===== src/rtl/serport_pkg.sv =====
package serport_pkg;

    typedef enum logic [1:0] {
        REG_CTRL = 2'd0,
        REG_RXD  = 2'd1,
        REG_TXD  = 2'd2,
        REG_STAT = 2'd3
    } reg_sel_e;

    localparam int CHAR_W = 8;
    localparam int LVL_W  = 6;

    // writable control bits
    localparam logic [31:0] CTRL_MASK = 32'h001C_D077;

    localparam int CB_LVLSEL = 14;
    localparam int CB_EN     = 15;
    localparam int CB_RXIE   = 18;
    localparam int CB_TXIE   = 19;

    localparam int SB_RIP     = 0;
    localparam int SB_TIP     = 1;
    localparam int SB_OVR     = 2;
    localparam int SB_TXERR   = 3;
    localparam int SB_RXERR   = 4;
    localparam int SB_RXEMPTY = 5;
    localparam int SB_TXFULL  = 6;
    localparam int SB_TXEMPTY = 10;
    localparam int SB_LVL_LO  = 11;

endpackage


===== src/rtl/serport_fifo.sv =====
module serport_fifo #(
    parameter int DEPTH = 16,
    parameter int WIDTH = 8
) (
    input  logic                           clk,
    input  logic                           rst_n,
    input  logic                           push,
    input  logic [WIDTH-1:0]               wdata,
    input  logic                           pop,
    output logic [WIDTH-1:0]               rdata,
    output logic [$clog2(DEPTH+1)-1:0]     count,
    output logic                           full,
    output logic                           empty
);
    localparam int IW = (DEPTH > 1) ? $clog2(DEPTH) : 1;
    localparam int CW = $clog2(DEPTH + 1);

    typedef struct packed {
        logic [IW-1:0] wr;
        logic [IW-1:0] rd;
        logic [CW-1:0] cnt;
    } ptr_t;

    ptr_t st_d, st_q;
    logic [WIDTH-1:0] mem_q [DEPTH];
    logic do_push, do_pop;

    function automatic logic [IW-1:0] wrap_inc(input logic [IW-1:0] p);
        return (p == IW'(DEPTH - 1)) ? '0 : p + IW'(1);
    endfunction

    assign empty = (st_q.cnt == '0);
    assign full  = (st_q.cnt == CW'(DEPTH));
    assign count = st_q.cnt;
    assign rdata = mem_q[st_q.rd];

    always_comb begin
        do_pop  = pop && !empty;
        do_push = push && (!full || do_pop);
        st_d    = st_q;
        if (do_push) st_d.wr = wrap_inc(st_q.wr);
        if (do_pop)  st_d.rd = wrap_inc(st_q.rd);
        case ({do_push, do_pop})
            2'b10:   st_d.cnt = st_q.cnt + CW'(1);
            2'b01:   st_d.cnt = st_q.cnt - CW'(1);
            default: st_d.cnt = st_q.cnt;
        endcase
    end

    always_ff @(posedge clk or negedge rst_n) begin
        if (!rst_n) st_q <= '0;
        else        st_q <= st_d;
    end

    always_ff @(posedge clk) begin
        if (do_push) mem_q[st_q.wr] <= wdata;
    end


    fifo_bound_chk: assert property (@(posedge clk) disable iff (!rst_n)
        st_q.cnt <= CW'(DEPTH));


    full_hold_chk: assert property (@(posedge clk) disable iff (!rst_n)
        (full && !pop) |=> full);

endmodule


===== src/rtl/serport_irq.sv =====
module serport_irq (
    input  logic       clk,
    input  logic       rst_n,
    input  logic       rx_cond,
    input  logic       tx_cond,
    input  logic [1:0] clr,
    input  logic       rx_ie,
    input  logic       tx_ie,
    output logic [1:0] pend,
    output logic       irq
);
    typedef struct packed {
        logic tip;
        logic rip;
    } pend_t;

    pend_t st_d, st_q;

    always_comb begin
        st_d.rip = rx_cond | (st_q.rip & ~clr[0]);
        st_d.tip = tx_cond | (st_q.tip & ~clr[1]);
    end

    always_ff @(posedge clk or negedge rst_n) begin
        if (!rst_n) st_q <= '0;
        else        st_q <= st_d;
    end

    assign pend = {st_q.tip, st_q.rip};
    assign irq  = (st_q.rip & rx_ie) | (st_q.tip & tx_ie);


    rip_sticky_chk: assert property (@(posedge clk) disable iff (!rst_n)
        (pend[0] && !clr[0]) |=> pend[0]);


    rip_set_chk: assert property (@(posedge clk) disable iff (!rst_n)
        rx_cond |=> pend[0]);


    tip_set_chk: assert property (@(posedge clk) disable iff (!rst_n)
        tx_cond |=> pend[1]);

endmodule


===== src/rtl/serport_regs.sv =====
module serport_regs
    import serport_pkg::*;
#(
    parameter int TX_DEPTH = 16,
    parameter int RX_DEPTH = 16,
    parameter int ADDR_W   = 4
) (
    input  logic              clk,
    input  logic              rst_n,
    input  logic              bus_sel,
    input  logic              bus_wr,
    input  logic [ADDR_W-1:0] bus_addr,
    input  logic [31:0]       bus_wdata,
    output logic [31:0]       bus_rdata,
    output logic              irq,
    output logic [31:0]       cfg_ctrl,
    output logic [7:0]        tx_data,
    output logic              tx_avail,
    input  logic              tx_pop,
    input  logic              rx_push,
    input  logic [7:0]        rx_data,
    input  logic              rx_err
);
    localparam int TXC_W = $clog2(TX_DEPTH + 1);
    localparam int RXC_W = $clog2(RX_DEPTH + 1);

    typedef struct packed {
        logic [31:0] ctrl;
        logic        ovr;
        logic        txerr;
        logic        rxerr;
    } regs_t;

    regs_t st_d, st_q;

    reg_sel_e   rsel;
    logic       addr_ok;
    logic       wr_ctrl, wr_txd, wr_stat, rd_rxd, rd_any;
    logic       port_en;
    logic [4:0] w1c;

    logic [CHAR_W-1:0] tx_head, rx_head;
    logic [TXC_W-1:0]  tx_cnt;
    logic [RXC_W-1:0]  rx_cnt;
    logic tx_full, tx_empty, rx_full, rx_empty;
    logic tx_take, rx_take;
    logic [1:0]       pend;
    logic [LVL_W-1:0] lvl;
    logic [31:0]      status_w;

    assign rsel    = reg_sel_e'(bus_addr[3:2]);
    assign addr_ok = (bus_addr >> 4) == '0;
    assign rd_any  = bus_sel && !bus_wr && addr_ok;
    assign wr_ctrl = bus_sel && bus_wr && addr_ok && (rsel == REG_CTRL);
    assign wr_txd  = bus_sel && bus_wr && addr_ok && (rsel == REG_TXD);
    assign wr_stat = bus_sel && bus_wr && addr_ok && (rsel == REG_STAT);
    assign rd_rxd  = rd_any && (rsel == REG_RXD);
    assign w1c     = wr_stat ? bus_wdata[4:0] : 5'd0;

    assign port_en = st_q.ctrl[CB_EN];
    assign tx_take = tx_pop && port_en;
    assign rx_take = rx_push && port_en;

    serport_fifo #(.DEPTH(TX_DEPTH), .WIDTH(CHAR_W)) u_txq (
        .clk   (clk),
        .rst_n (rst_n),
        .push  (wr_txd),
        .wdata (bus_wdata[CHAR_W-1:0]),
        .pop   (tx_take),
        .rdata (tx_head),
        .count (tx_cnt),
        .full  (tx_full),
        .empty (tx_empty)
    );

    serport_fifo #(.DEPTH(RX_DEPTH), .WIDTH(CHAR_W)) u_rxq (
        .clk   (clk),
        .rst_n (rst_n),
        .push  (rx_take),
        .wdata (rx_data),
        .pop   (rd_rxd),
        .rdata (rx_head),
        .count (rx_cnt),
        .full  (rx_full),
        .empty (rx_empty)
    );

    serport_irq u_irq (
        .clk     (clk),
        .rst_n   (rst_n),
        .rx_cond (!rx_empty),
        .tx_cond (!tx_full),
        .clr     (w1c[1:0]),
        .rx_ie   (st_q.ctrl[CB_RXIE]),
        .tx_ie   (st_q.ctrl[CB_TXIE]),
        .pend    (pend),
        .irq     (irq)
    );

    always_comb begin
        st_d = st_q;
        if (wr_ctrl) st_d.ctrl = bus_wdata & CTRL_MASK;
        st_d.ovr   = (rx_take && rx_full && !rd_rxd) | (st_q.ovr & ~w1c[2]);
        st_d.txerr = (wr_txd && tx_full && !tx_take) | (st_q.txerr & ~w1c[3]);
        st_d.rxerr = (rx_take && rx_err) | (st_q.rxerr & ~w1c[4]);
    end

    always_ff @(posedge clk or negedge rst_n) begin
        if (!rst_n) st_q <= '0;
        else        st_q <= st_d;
    end

    assign lvl = st_q.ctrl[CB_LVLSEL] ? LVL_W'(tx_cnt) : LVL_W'(rx_cnt);

    always_comb begin
        status_w                        = '0;
        status_w[SB_RIP]                = pend[0];
        status_w[SB_TIP]                = pend[1];
        status_w[SB_OVR]                = st_q.ovr;
        status_w[SB_TXERR]              = st_q.txerr;
        status_w[SB_RXERR]              = st_q.rxerr;
        status_w[SB_RXEMPTY]            = rx_empty;
        status_w[SB_TXFULL]             = tx_full;
        status_w[SB_TXEMPTY]            = tx_empty;
        status_w[SB_LVL_LO +: LVL_W]    = lvl;
    end

    always_comb begin
        bus_rdata = '0;
        if (rd_any) begin
            case (rsel)
                REG_CTRL: bus_rdata = st_q.ctrl;
                REG_RXD:  bus_rdata = rx_empty ? 32'd0 : {24'd0, rx_head};
                REG_STAT: bus_rdata = status_w;
                default:  bus_rdata = '0;
            endcase
        end
    end

    assign cfg_ctrl = st_q.ctrl;
    assign tx_data  = tx_head;
    assign tx_avail = port_en && !tx_empty;


    rx_empty_read_chk: assert property (@(posedge clk) disable iff (!rst_n)
        (rd_rxd && rx_empty && !rx_take) |=> rx_empty);


    ovr_sticky_chk: assert property (@(posedge clk) disable iff (!rst_n)
        (st_q.ovr && !w1c[2]) |=> st_q.ovr);


    disabled_push_chk: assert property (@(posedge clk) disable iff (!rst_n)
        (!port_en && !rd_rxd) |=> $stable(rx_cnt));


    overrun_set_chk: assert property (@(posedge clk) disable iff (!rst_n)
        (rx_take && rx_full && !rd_rxd) |=> st_q.ovr);

endmodule


===== config.mk =====
export PLATFORM = sky130hd
export DESIGN_NAME = serport_regs
export DESIGN_NICKNAME = d
export VERILOG_FILES = /design/src/rtl/serport_pkg.sv /design/src/rtl/serport_fifo.sv /design/src/rtl/serport_irq.sv /design/src/rtl/serport_regs.sv
export SDC_FILE = /design/constraint.sdc
export NUM_CORES = 1
export LEC_CHECK = 0
export ABC_AREA = 1
export CORE_MARGIN = 1.5
export CORE_UTILIZATION = 25
export CTS_CLUSTER_DIAMETER = 200
export DETAILED_ROUTE_END_ITERATION = 10
export GPL_TIMING_DRIVEN = 1
export PLACE_DENSITY_LB_ADDON = 0.12
export SLEW_MARGIN = 20
export SYNTH_ARGS = -nofsm -noshare
export SYNTH_HDL_FRONTEND = slang
export SYNTH_SLANG_ARGS = --single-unit
export TNS_END_PERCENT = 100

===== constraint.sdc =====
create_clock -name clk -period 3.23 [get_ports clk]
set_input_delay 0.4845 -clock clk [delete_from_list [all_inputs] [get_ports clk]]
set_output_delay 0.4845 -clock clk [all_outputs]
set_load 0.1 [all_outputs]

==> reports/metrics.csv, run 1 <==
stage,metric,value,unit
timing,Setup Viol. Count Final,0,
routing,Routed Antenna Nets,0,
place,hpwl dp,24460,um
routing,vias per cell,4.283,
floorplan,overall die width,235.5,um
timing,Worst-Margin Slew,0.8959,ns
final_layout,"commonest non-fill, non-tap cell in the layout",edfxtp_1,
clock_tree,CTS Root Cell,clkbuf_16,
routing,Initial DRC Count,542,
place,Post-DP Area,15270,sq um
clock_tree,postcts setup bufs,0,
final_layout,Final nets,1429,
final_layout,diode count,0,
critical_path,CP Max Fanout,72,
floorplan,Core Region,53600,sq um
final_layout,post-route cell area,16380,sq um
final_layout,share of cells above drive strength 1,13.49,%
floorplan,FP Rows,85,
final_layout,most frequent cells in the layout,"256 x edfxtp_1, 236 x nand2_1, 167 x nor2_1",
clock_tree,CTS tree,yes,
logic_synthesis,Synth top area share,56.88,%
logic_synthesis,synthesized area,13510,sq um
timing,Final period util,95.46,%
routing,DR vias,8918,
critical_path,worst r2r src,u_txq.count[0],
floorplan,Die ar.,55460,sq um
power,Pwr per Cell Area,869.3,nW/um^2
min_path,worst hold path class,input pin to asynchronous set/reset pin,
critical_path,Worst R2R Path Depth,15,
run,Max-Cap Viols,0,
critical_path,Worst R2R End,u_txq.count[4],
critical_path,CP required,2.75,ns
timing,Final WS setup,0.1466,ns
logic_synthesis,post-synthesis sequential area ratio,64.85,%
clock_tree,H-tree levels,2,
critical_path,CP endpoint kind,output pin,
place,# port buffers,69,
logic_synthesis,#FFs+latches synth,299,
logic_synthesis,Yosys cell types,44,
floorplan,# IOs,125,
global_route,first-pass GRT wire length,56700,um
logic_synthesis,Yosys Warn Count,0,
timing,hold_ws,-0.003542,ns
critical_path,Crit Path Class,register to output pin,
logic_synthesis,average size of a mapped cell,10.74,sq um
timing,Post-Route Skew,0.02165,ns
clock_tree,hold-fix buffer count after cts,0,
clock_tree,Skew-Pair Late Insertion Delay,0.55,ns
critical_path,critical path arrival,2.60,ns
routing,DRC viols,0,
clock_tree,clock buffer depth,3,
power,Leakage,6.331,nW
critical_path,startpoint types,register,
clock_tree,clk sinks,299,
clock_tree,clock slew at reported path FFs,0.06,ns
run_status,failing checks,hold timing,
timing,Pins Over Slew Limit,0,
logic_synthesis,Synth Instances,1258,
timing,Final min period,3.083,ns
routing,first drt pass iteration count,6,
power,Total Power,0.01424,W
critical_path,Worst R2R Setup Slack,0.54,ns
clock_tree,post-CTS sizing,2,
timing,max frequency,0.3243,GHz
routing,drt total wl,37830,um
global_route,initial antenna violation count,0,
global_route,largest net degree at the start of global routing,73,
global_route,GRT overflow,0,
final_layout,Layout area overhead,21.20,%
run_status,status,finished with violations,
power,Worst IR Drop VDD,0.0007326,V
floorplan,Die Y,235.5,um
logic_synthesis,post-synth top area cell,edfxtp_1,
global_route,vias in the first global route,8731,
global_route,Tot GR Track Use,13.71,%
timing,Slew headroom,40.08,%
timing,final-report hold violation count,5,
timing,RSZ-0062 raised after global routing,false,
place,dpl ws,0.2546,ns
clock_tree,cts bufs inserted,37,
logic_synthesis,largest cells by area after synthesis,"edfxtp_1 57%, dfrtp_1 8.0%, nand2_1 6.6%",
routing,routed length per instance,18.17,um
place,Placer Congestion,0.7823,
floorplan,initial cell density of the core,25.21,%
-- synthesized netlist by cell type (all sizes together) --
cell and count:
o32ai 16, nand2 243, mux2 4, xor2 10, clkbuf 16, nor3 3, a21oi 24, nand3b 2
o22a 1, dfrtp 43, a21boi 1, fa 1, inv 118, nor4 1, a22oi 1, and3 2
o21ai 104, conb 1, nor2 174, a22o 2, clkinv 1, o211ai 21, o22ai 3, o21bai 2
nand3 101, buf 84, xnor2 4, a31oi 1, edfxtp 256, ha 18
-- stage by stage --
stage	instances	setup TNS (ns)	utilization (%)
global placement	2016	0	28.49
floorplan	1292	-0.3510	-
detailed placement	2016	0	28.49
CTS	2082	0	30.53
finish	2082	0	30.56
global route	2082	0	30.56
-- registers in the layout, indices dropped and copies added, names as in the netlist --
name	count
u_rxq.st_q	8
u_rxq.mem_q	128
st_q	3
u_rxq.count	5
u_txq.st_q	8
cfg_ctrl	12
u_txq.count	5
u_irq.pend	2
u_txq.mem_q	128
-- how the worst max path moves through the flow --
stage	slack (ns)	cells after the start	endpoint	start
final	0.15	10	bus_rdata[1]	u_rxq.st_q[5]
after global routing	0.01	10	bus_rdata[1]	u_rxq.st_q[5]
after CTS	0.04	11	bus_rdata[5]	u_rxq.st_q[5]
after detailed placement	0.25	17	u_rxq.count[4]	bus_sel
after global placement	0.23	17	u_rxq.count[4]	bus_sel
after floorplan	-0.18	4	bus_rdata[18]	bus_addr[3]
-- layer usage --
layer / up-vias / GRT usage [%] / routed length, um / part of all wire (%)
met4: 0 / 4.497 / 985 / 2.6
met2: 165 / 20.75 / 16630 / 44
met5: - / 0 / 0 / 0
met3: 58 / 2.509 / 1563 / 4.1
li1: 4403 / - / - / -
met1: 4292 / 19.70 / 18650 / 49
-- logic make-up after synthesis --
family / count (synthesis) / share of synthesized area (%)
and+or+nand+nor: 526 / 16.32
adders and majority gates: 19 / 1.815
AOI/OAI and AO/OA: 176 / 7.712
other: 1 / 0.02775
muxes: 4 / 0.3333
buffers and inverters: 219 / 8.036
xor gates and xnor gates: 14 / 0.9073
DFF: 299 / 64.85
-- worst max-delay path, cell delays in order (launching register included) --
cell     delay (ns)
dfrtp_2        0.44
buf_12         0.31
nand2_1        0.09
nand2_1        0.08
nand2_1        0.05
nand3_1        0.10
nand3_1        0.17
nand2_1        0.22
nand2_1        0.09
a21oi_2        0.24
buf_12         0.21
-- power by group --
part	internal, W	leakage (nW)	total [W]	switching (W)
Combinational	0.00168	2.99	0.00556	0.00389
Clock	0.00214	0.527	0.00380	0.00166
Sequential	0.00448	2.81	0.00487	0.000394
-- area by class of cell --
cell class                      instances  area, sq um
Clock buffer                           47        973.4
Clock inverter                         19        111.4
Fill cell                            5589        37220
Inverter                              119        454.2
Multi-Input combinational cell        774         3804
Sequential cell                       299         8768
Tap cell                              696        870.8
Timing Repair Buffer                  128         1398
(Power assumes the default switching activity.)
==> run 2, diff against run 1 <==
==> constraint.sdc (replaced) <==
create_clock -name clk -period 3.3 [get_ports clk]
set_input_delay 0.495 -clock clk [delete_from_list [all_inputs] [get_ports clk]]
set_output_delay 0.495 -clock clk [all_outputs]
set_load 0.1 [all_outputs]
==> run 2 against run 1 <==
Against the previous run: combinational power is 4.1% lower; sequential share of layout area grew 0.19 points; routed wire length is 0.66% lower; critical path type unchanged; the flow now finishes without violations; critical path depth is 1 lower; die area unchanged; total power is 2.8% lower; largest power group unchanged; via count fell by 0.52%.
==> reports/metrics.csv, run 2 (synthesized netlist as in run 1, its figures left out) <==
stage,metric,value,unit,change
timing,Final min period,3.149,ns,
routing,DR vias,8872,,-0.52%
timing,Setup Viol. Count Final,0,,unchanged
critical_path,Crit-path slowest cell,dfrtp_1,,
timing,setup TNS,0,ns,unchanged
timing,max frequency,0.3176,GHz,
global_route,largest net degree at the start of global routing,73,,unchanged
place,Placer Congestion,0.7312,,-6.5%
place,Post-DP Area,15200,sq um,-0.46%
clock_tree,CTS tree,yes,,
place,hpwl dp,24560,um,+0.41%
critical_path,CP endpoint kind,output pin,,
place,dpl ws,0.2959,ns,+0.04132 ns
power,Pwr per Cell Area,848.4,nW/um^2,-2.4%
final_layout,post-route cell area,16320,sq um,-0.36%
global_route,initial antenna violation count,0,,unchanged
timing,Worst-Margin Slew,0.9899,ns,+0.09398 ns
timing,final-report hold violation count,0,,-5
floorplan,Core Region,53600,sq um,unchanged
global_route,first-pass GRT wire length,56720,um,about the same
floorplan,initial cell density of the core,25.21,%,unchanged
power,Worst IR Drop VDD,0.0005167,V,-29%
routing,vias per cell,4.272,,-0.28%
critical_path,critical path arrival,2.65,ns,+0.05 ns
power,Leakage,6.287,nW,-0.69%
final_layout,share of cells above drive strength 1,12.74,%,-0.75 points
global_route,Tot GR Track Use,13.63,%,-0.073 points
routing,first drt pass iteration count,5,,-1
timing,Post-Route Skew,0.02370,ns,+0.002051 ns
global_route,GRT overflow,0,,unchanged
critical_path,critical path's top delay family,simple AND/OR/NAND/NOR gates,,
final_layout,Layout area overhead,20.77,%,
critical_path,Crit Path Class,register to output pin,,
clock_tree,Skew-Pair Late Insertion Delay,0.55,ns,about the same
critical_path,CP required,2.80,ns,+0.05 ns
timing,Final WS setup,0.1514,ns,+0.004754 ns
routing,Initial DRC Count,495,,-8.7%
floorplan,overall die width,235.5,um,unchanged
floorplan,# IOs,125,,unchanged
place,# port buffers,69,,unchanged
critical_path,"Top cell by count, worst path",nand3_1,,
routing,drt total wl,37580,um,-0.66%
critical_path,delay of the slowest cell on the worst path,0.55,ns,+0.11 ns
clock_tree,CTS Root Cell,clkbuf_16,,
routing,DRC viols,0,,unchanged
timing,RSZ-0062 raised after global routing,false,,
routing,routed length per instance,18.09,um,-0.42%
critical_path,cell breakdown of the critical path,inv_2 > buf_4 > nand3_1 > nand3_1 > nand3_1 > nand2_1 > nand2_1 > a21oi_1 > buf_12,,
place,placed insts,2011,,-0.25%
clock_tree,H-tree levels,2,,unchanged
final_layout,most frequent cells in the layout,"256 x edfxtp_1, 236 x nand2_1, 167 x nor2_1",,
final_layout,Non-Filler Instances,2077,,-0.24%
final_layout,diode count,0,,unchanged
critical_path,startpoint types,register,,
timing,Pins Over Slew Limit,0,,unchanged
clock_tree,clk sinks,299,,unchanged
global_route,vias in the first global route,8735,,+0.046%
clock_tree,clock slew at reported path FFs,0.06,ns,about the same
critical_path,CP Max Fanout,15,,-79%
timing,Final period util,95.41,%,
critical_path,buffer and inverter count on the worst path,3,,+1
min_path,worst hold path class,input pin to asynchronous set/reset pin,,
run,Max-Cap Viols,0,,unchanged
run_status,status,"finished, final reports clean",,
timing,Slew headroom,33.80,%,-6.3 points
final_layout,Final nets,1424,,-0.35%
clock_tree,cts bufs inserted,37,,unchanged
routing,Routed Antenna Nets,0,,unchanged
final_layout,"commonest non-fill, non-tap cell in the layout",edfxtp_1,,
floorplan,Die Y,235.5,um,unchanged
clock_tree,clock buffer depth,3,,unchanged
floorplan,Die ar.,55460,sq um,unchanged
floorplan,FP Rows,85,,unchanged
-- run 2: worst paths after layout --
path	cells after the start	slack, ns	start	endpoint
max reg2reg	15	0.67	u_txq.count[0]	u_txq.count[4]
min in group clk	2	0.51	u_irq.pend[0]	u_irq.pend[0]
min reg2reg	2	0.51	u_irq.pend[0]	u_irq.pend[0]
max in group asynchronous	2	2.63	rst_n	u_txq.st_q[11]
min	1	0.003	rst_n	u_rxq.count[0]
max	9	0.15	u_rxq.st_q[6]	bus_rdata[1]
-- run 2: stage by stage --
| step | util, % | power [W] | hold WS (ns) |
|---|---|---|---|
| 2_1_floorplan | - | 0.008482 | 0.1994 |
| 3_3_place_gp | 28.36 | 0.01028 | 0.4931 |
| 3_5_place_dp | 28.36 | 0.01028 | 0.4840 |
| 4_1_cts | 30.41 | 0.01409 | 0.01713 |
| 5_1_grt | 30.45 | 0.01463 | 0.05687 |
| 6_report | 30.45 | 0.01385 | 0.003357 |
-- run 2: what timing repair did --
action,CTS,global route
endpoints found under the setup margin,9,4
setup buffers,0,0
hold buffers,0,0
gates cloned,0,0
gates resized for setup,5,5
-- run 2: cell type report --
cell class	count	area, sq um
inverter	119	456.7
tap	696	870.8
clock buffer	51	978.4
sequential	299	8767
multi-input combinational	774	3807
fill	5556	37280
timing repair buffer	123	1336
clock inverter	15	103.9
-- run 2: where the power goes --
group,internal [W],leakage [nW],switching [W],total [W]
registers,0.00438,2.81,0.000419,0.00480
clock network,0.00215,0.520,0.00156,0.00372
logic,0.00159,2.95,0.00374,0.00533
total,0.00813,6.29,0.00572,0.0138
-- run 2: layer usage --
layer	share of wire (%)	vias up	global-route usage, %
met5	0	-	0
met4	1.9	0	3.734
met3	3.8	50	2.580
met2	45	159	21.24
met1	49	4278	19.32
li1	-	4385	-
